[src/rtl/bitfield_pkg.sv]
package bitfield_pkg;
   typedef enum logic [1:0] {
      BF_EXT_U  = 2'd0,
      BF_EXT_S  = 2'd1,
      BF_INSERT = 2'd2,
      BF_RSVD   = 2'd3
   } bf_op_e;
endpackage

[src/rtl/bf_len_mask.sv]
// Thermometer mask: bit i is set when i < len.
module bf_len_mask #(
   parameter int WIDTH = 32,
   parameter int LEN_W = $clog2(WIDTH + 1)
) (
   input  logic [LEN_W-1:0] len,
   output logic [WIDTH-1:0] mask
);
   for (genvar i = 0; i < WIDTH; i++) begin : g_bit
      assign mask[i] = (LEN_W'(i) < len);
   end
endmodule

[src/rtl/bf_extract.sv]
// Right-justifies a field and fills the upper bits with zero or the field's top bit.
module bf_extract #(
   parameter int WIDTH = 32,
   parameter int POS_W = $clog2(WIDTH)
) (
   input  logic [WIDTH-1:0] word,
   input  logic [POS_W-1:0] pos,
   input  logic [WIDTH-1:0] mask,
   input  logic             sign_en,
   output logic [WIDTH-1:0] field
);
   logic [WIDTH-1:0] shifted;
   logic [WIDTH-1:0] top_onehot;
   logic             top_bit;

   assign shifted    = word >> pos;
   assign top_onehot = mask & ~(mask >> 1);
   assign top_bit    = |(shifted & top_onehot);
   assign field      = (shifted & mask) | ((sign_en && top_bit) ? ~mask : '0);
endmodule

[src/rtl/bf_insert.sv]
// Merges the low bits of src into the positioned field of dst.
module bf_insert #(
   parameter int WIDTH = 32,
   parameter int POS_W = $clog2(WIDTH)
) (
   input  logic [WIDTH-1:0] src,
   input  logic [WIDTH-1:0] dst,
   input  logic [POS_W-1:0] pos,
   input  logic [WIDTH-1:0] mask,
   output logic [WIDTH-1:0] merged
);
   logic [WIDTH-1:0] place_mask;

   assign place_mask = mask << pos;
   assign merged     = (dst & ~place_mask) | ((src << pos) & place_mask);
endmodule

[src/rtl/bitfield_unit.sv]
module bitfield_unit #(
   parameter int WIDTH = 32,
   localparam int POS_W = $clog2(WIDTH),
   localparam int LEN_W = $clog2(WIDTH + 1)
) (
   input  logic             clk,
   input  logic             rst_n,
   input  logic             in_valid,
   input  logic [1:0]       op,
   input  logic [WIDTH-1:0] src_a,
   input  logic [WIDTH-1:0] dst_t,
   input  logic [POS_W-1:0] pos,
   input  logic [LEN_W-1:0] len,
   output logic             out_valid,
   output logic [WIDTH-1:0] result,
   output logic             bad_field
);
   import bitfield_pkg::*;

   localparam int SUM_W = LEN_W + 1;

   if (WIDTH < 2) begin : g_width_too_small
      $error("bitfield_unit: WIDTH must be at least 2");
   end
   if ((1 << POS_W) != WIDTH) begin : g_width_not_pow2
      $error("bitfield_unit: WIDTH must be a power of two");
   end

   bf_op_e           op_e;
   logic [WIDTH-1:0] len_mask;
   logic [WIDTH-1:0] ext_val;
   logic [WIDTH-1:0] ins_val;
   logic [SUM_W-1:0] field_end;
   logic             legal;
   logic [WIDTH-1:0] next_result;
   logic             next_bad;

   assign op_e      = bf_op_e'(op);
   assign field_end = SUM_W'(pos) + SUM_W'(len);
   assign legal     = (len != '0) && (field_end <= SUM_W'(WIDTH));

   bf_len_mask #(.WIDTH(WIDTH), .LEN_W(LEN_W)) u_mask (
      .len  (len),
      .mask (len_mask)
   );

   bf_extract #(.WIDTH(WIDTH), .POS_W(POS_W)) u_ext (
      .word    (src_a),
      .pos     (pos),
      .mask    (len_mask),
      .sign_en (op_e == BF_EXT_S),
      .field   (ext_val)
   );

   bf_insert #(.WIDTH(WIDTH), .POS_W(POS_W)) u_ins (
      .src    (src_a),
      .dst    (dst_t),
      .pos    (pos),
      .mask   (len_mask),
      .merged (ins_val)
   );

   always_comb begin
      next_result = '0;
      next_bad    = 1'b0;
      case (op_e)
         BF_EXT_U, BF_EXT_S: begin
            next_bad    = !legal;
            next_result = legal ? ext_val : '0;
         end
         BF_INSERT: begin
            next_bad    = !legal;
            next_result = legal ? ins_val : '0;
         end
         default: begin
            next_bad    = 1'b0;
            next_result = '0;
         end
      endcase
   end

   always_ff @(posedge clk or negedge rst_n) begin
      if (!rst_n) begin
         out_valid <= 1'b0;
         result    <= '0;
         bad_field <= 1'b0;
      end else begin
         out_valid <= in_valid;
         if (in_valid) begin
            result    <= next_result;
            bad_field <= next_bad;
         end
      end
   end
endmodule

[config.mk]
export PLATFORM = sky130hd
export DESIGN_NAME = bitfield_unit
export DESIGN_NICKNAME = d
export VERILOG_FILES = /design/src/rtl/bitfield_pkg.sv /design/src/rtl/bf_len_mask.sv /design/src/rtl/bf_extract.sv /design/src/rtl/bf_insert.sv /design/src/rtl/bitfield_unit.sv
export SDC_FILE = /design/constraint.sdc
export NUM_CORES = 1
export LEC_CHECK = 0
export BUFFER_PORTS_ARGS = -buffer_cell sky130_fd_sc_hd__buf_2
export CORE_MARGIN = 3
export CORE_UTILIZATION = 61
export CTS_CLUSTER_SIZE = 40
export DETAILED_ROUTE_END_ITERATION = 10
export PLACE_DENSITY_LB_ADDON = 0.15
export SLEW_MARGIN = 20
export SYNTH_ARGS = -nofsm -noshare
export SYNTH_HDL_FRONTEND = slang
export SYNTH_SLANG_ARGS = --single-unit
[constraint.sdc]
create_clock -name clk -period 1.21 [get_ports clk]
set_clock_uncertainty 0.2 [all_clocks]
set_input_delay 0.121 -clock clk [delete_from_list [all_inputs] [get_ports clk]]
set_output_delay 0.121 -clock clk [all_outputs]
set_load 0.03 [all_outputs]
==> impl_metrics.toml, run 1 <==
[floorplanning]
rows = 43
io_pins = 114
initial_core_util = 0.630
die-height_um = 126
die_w_um = 126

[yosys]
syn-num-nets = 1262
ys_ff_latch = 34
yosysWarnings = 0
seq_area_frac_synth = 0.0966
synth-edff-count = 0
async_reset_ff_frac = 1.00
ys_types = 90
synthFlopType = "dfrtp_1"
syn_inst = 1176
avgSynthCellArea_um2 = 7.49
synth_area_um2 = 8810

[cts]
cts_resized = 108
hold_buffers = 2
htreeDepth = 2
cts_sinks = 34
clock_path_buffers = 2
root_buffer = "clkbuf_16"
cts_buffers = 5
cts_setup_buffers = 29

[placed_design]
port-buffer-count = 113
globalplace.congestion = 1.28
dp_hpwl_um = 40700
place_area_um2 = 12800

[outcome]
error = "[ERROR DPL-0033] detailed placement checks failed during check placement."
status = "did not finish"
stop_stage = "clock tree synthesis (4_1_cts)"
-- Yosys cell counts, types with 6 or more instances --
cell type,number,share of area
nand2b_1,17,0.012
nor4_1,13,0.0092
a21o_1,14,0.012
o21ai_0,53,0.030
o31ai_1,8,0.0068
o21bai_1,6,0.0051
a221oi_1,6,0.0060
o221ai_1,8,0.0080
and2_1,18,0.013
buf_6,6,0.0077
inv_1,15,0.0064
mux2i_1,79,0.090
nand2_1,86,0.037
a311oi_1,7,0.0070
buf_1,22,0.0094
or3_1,15,0.011
buf_2,19,0.011
nand3b_1,10,0.0085
o21a_1,6,0.0051
nand3_1,23,0.013
mux4_2,39,0.10
nand4_1,13,0.0092
nor2b_1,12,0.0085
or4_1,6,0.0051
clkbuf_1,82,0.035
o32ai_1,10,0.0099
o22ai_1,26,0.018
a22o_1,9,0.0089
a31oi_1,18,0.013
mux2_2,52,0.066
a221o_1,11,0.012
a21oi_1,100,0.057
or2_2,13,0.0092
nor3_1,26,0.015
o211ai_1,15,0.013
dfrtp_1,34,0.097
and3_1,8,0.0057
a211oi_1,28,0.024
nor2_1,109,0.046
a22oi_1,15,0.013
a211o_1,9,0.0089
-- metrics by stage --
stage          std cells  setup WS [ns]  hold slack [ns]  setup TNS (ns)   util
3_3_place_gp        1792          -2.15           -0.109          -67.04  0.913
3_5_place_dp        1792          -2.38           -0.106          -73.32  0.913
2_1_floorplan       1176          -1.86           -0.375          -54.97      -
-- logic make-up after synthesis --
logic type / synth area share
DFF: 0.0966
buffers and inverters: 0.0751
muxes: 0.261
xor gates and xnor gates: 0.00199
AOI/OAI and AO/OA: 0.327
adders and majority gates: 0.0116
and+or+nand+nor: 0.227
==> inputs of run 2 (changes only) <==
- CORE_UTILIZATION: 61 -> 40
- CTS_CLUSTER_SIZE: 40 -> not set
==> run 2 against run 1 <==
  * The flow now finishes, with violations (setup timing)
  * Synthesized cell count did not move
  * Area after synthesis did not move
==> impl_metrics.toml, run 2 <==
[floorplanning]
initial_core_util = 0.413
core-area_um2 = 21400
io_pins = 114
dieArea_um2 = 23800
die-height_um = 154
rows = 53
die_w_um = 154

[final_layout]
layout-drive-gt1-share = 0.503
largest_reg_flops = 32
regMostFlops = "result"
area_growth_pct = 62.5
reg_top3 = "result: 32 flops, bad_field: 1 flops, out_valid: 1 flops"
final_cells = 1979
final_area_um2 = 14300
final_cell_mix = "buf_4 (498), nor2_1 (106), buf_2 (104)"
final_common_cell = "buf_4"
num-nets-final = 1788

[timing]
relSlewSlack = 0.564
rsz0062_at_grt = "yes"
hold_viol = 0
setup_viol = 34
final.setup.tns_ns = -59.45
fin_crit_ns = 3.13
fmax_mhz = 319
drv_slew = 0
fin_crit_sh = 2.59
layout_setup_ws_ns = -1.92
tightest_slew_ns = 0.635

[yosys]
synthFlopType = "dfrtp_1"
synth-edff-count = 0
syn_inst = 1176
async_reset_ff_frac = 1.00
avgSynthCellArea_um2 = 7.49
ys_types = 90
yosysWarnings = 0
synth.top_cell.area_share = 0.0997
ys_ff_latch = 34
yosysTopAreaCell = "mux4_2"
synth_top_cells_by_count = "nor2_1 (109), a21oi_1 (100), nand2_1 (86)"
seq_area_frac_synth = 0.0966
synth_area_um2 = 8810
yosys-top-cells-area = "mux4_2 (10%), dfrtp_1 (9.7%), mux2i_1 (9.0%), mux2_2 (6.6%), a21oi_1 (5.7%)"
synthMostInstantiatedCell = "nor2_1"
syn-num-nets = 1262

[critical_path]
startpoint_type = "primary input"
critPathCaptureType = "flop"
critPathArrivalTime_ns = 3.14
r2r-start = "result[2]"
path_max_fanout = 10
cp-startpoint = "pos[1]"
crit_type = "in2reg"
cp.required_ns = 1.22

[power_and_ir_drop]
vdd_drop_max_v = 0.000593
power.density_nw_per_um2 = 653
p_leak_nw = 6.49

[outcome]
status = "finished with violations"
violations = "setup timing"

[detailed_routing]
via_per_inst = 6.58
routed_wl_um = 53700
wl_per_cell_um = 27.1
dr.pass1.iters = 6
vias = 13021
ant_nets = 0
drc = 0
drt-initial-drc-count = 1921

[hold_path]
min_from = "in_valid"
hp-class = "in2reg"

[placed_design]
dp_hpwl_um = 42700
place_area_um2 = 13200
place_ws_ns = -2.45
port-buffer-count = 113
dpl.cell_count = 1928
globalplace.congestion = 1.11

[cts]
path_clk_slew_ns = 0.05
root_buffer = "clkbuf_16"
insertion_delay_ns = 0.28
cts_buffers = 5
htreeDepth = 2
clock_path_buffers = 2
cts_tree = "built"
cts_sinks = 34

[global_route]
grt_max_degree = 53
grt-ovfl-total = 0
antenna_found_initial = 2
grt_pass1_vias = 12384
grt_usage = 0.428
grt_first_pass_wirelength_um = 78400

[run]
drv_cap = 0
-- run 2: cells by family (layout without fill, tap and decap cells) --
group | Yosys count | in the layout | synth area share
AO/OA/AOI/OAI | 415 | 415 | 0.327
XOR/XNOR | 2 | 2 | 0.00199
adder cells (fa/ha/maj) | 8 | 8 | 0.0116
buffers and inverters | 151 | 678 | 0.0751
flip-flops | 34 | 34 | 0.0966
multiplexers | 173 | 173 | 0.261
other | 0 | 1 | 0
AND/OR/NAND/NOR | 393 | 393 | 0.227
-- run 2: per-layer routing --
metal | track usage | vias to the layer above | routed length (um)
li1 | - | 5659 | -
met1 | 0.582 | 6163 | 21100
met2 | 0.653 | 981 | 23000
met3 | 0.105 | 216 | 6400
met4 | 0.169 | 2 | 3140
met5 | 0 | - | 17
-- run 2: per-stage QoR --
| stage | utilization | hold slack (ns) | total power, mW |
|---|---|---|---|
| after floorplan | - | -0.375 | 4.18 |
| after global placement | 0.616 | -0.109 | 7.20 |
| after detailed placement | 0.616 | -0.107 | 7.24 |
| after CTS | 0.644 | 0.000394 | 8.83 |
| after global routing | 0.671 | 0.0249 | 9.67 |
| final | 0.671 | 0.0292 | 9.35 |
-- run 2: worst paths after layout --
path / cells past startpoint / endpoint / slack [ns]
setup / recovery: 17 / result[1] / -1.92
hold / removal: 2 / out_valid / 0.03
setup reg to reg: 2 / result[2] / 0.03
hold reg to reg: 1 / result[23] / 0.31
max in group asynchronous: 3 / result[18] / 0.48
min in group asynchronous: 3 / result[27] / 0.13
-- run 2: power by group --
group | switching (mW) | total, mW | internal, mW
sequential | 0.0660 | 1.30 | 1.24
combinational | 3.61 | 6.74 | 3.12
clock | 0.498 | 1.31 | 0.814
-- run 2: repair_timing --
item | CTS | global route
gates cloned | 2 | 0
hold buffers | 2 | 0
pin swaps | 28 | 33
resized for setup | 50 | 87
setup endpoints to repair | 35 | 38
hold endpoints to repair | 35 | 0
setup buffers | 19 | 22
-- run 2: cell type report --
class | count | area, um^2
multi-input cells | 991 | 7890
fillers | 1845 | 7030
repair buffers | 653 | 5020
flip-flops and latches | 34 | 852
well taps | 275 | 344
clock buffers | 6 | 139
inverters | 17 | 63.8
clock inverters | 2 | 12.5
diodes | 1 | 2.50
-- run 2: critical path, stage by stage --
cell      delay, ns
buf_12         0.12
buf_12         0.14
buf_12         0.14
mux2i_1        0.14
a2bb2o_1       0.35
o31ai_2        0.21
buf_4          0.16
o221ai_2       0.14
or3_1          0.36
nand4_1        0.13
buf_6          0.13
nor3_4         0.05
buf_12         0.14
buf_8          0.13
buf_6          0.12
or3_4          0.34
a31oi_4        0.18
No activity file was read; power rests on OpenSTA's default activity.
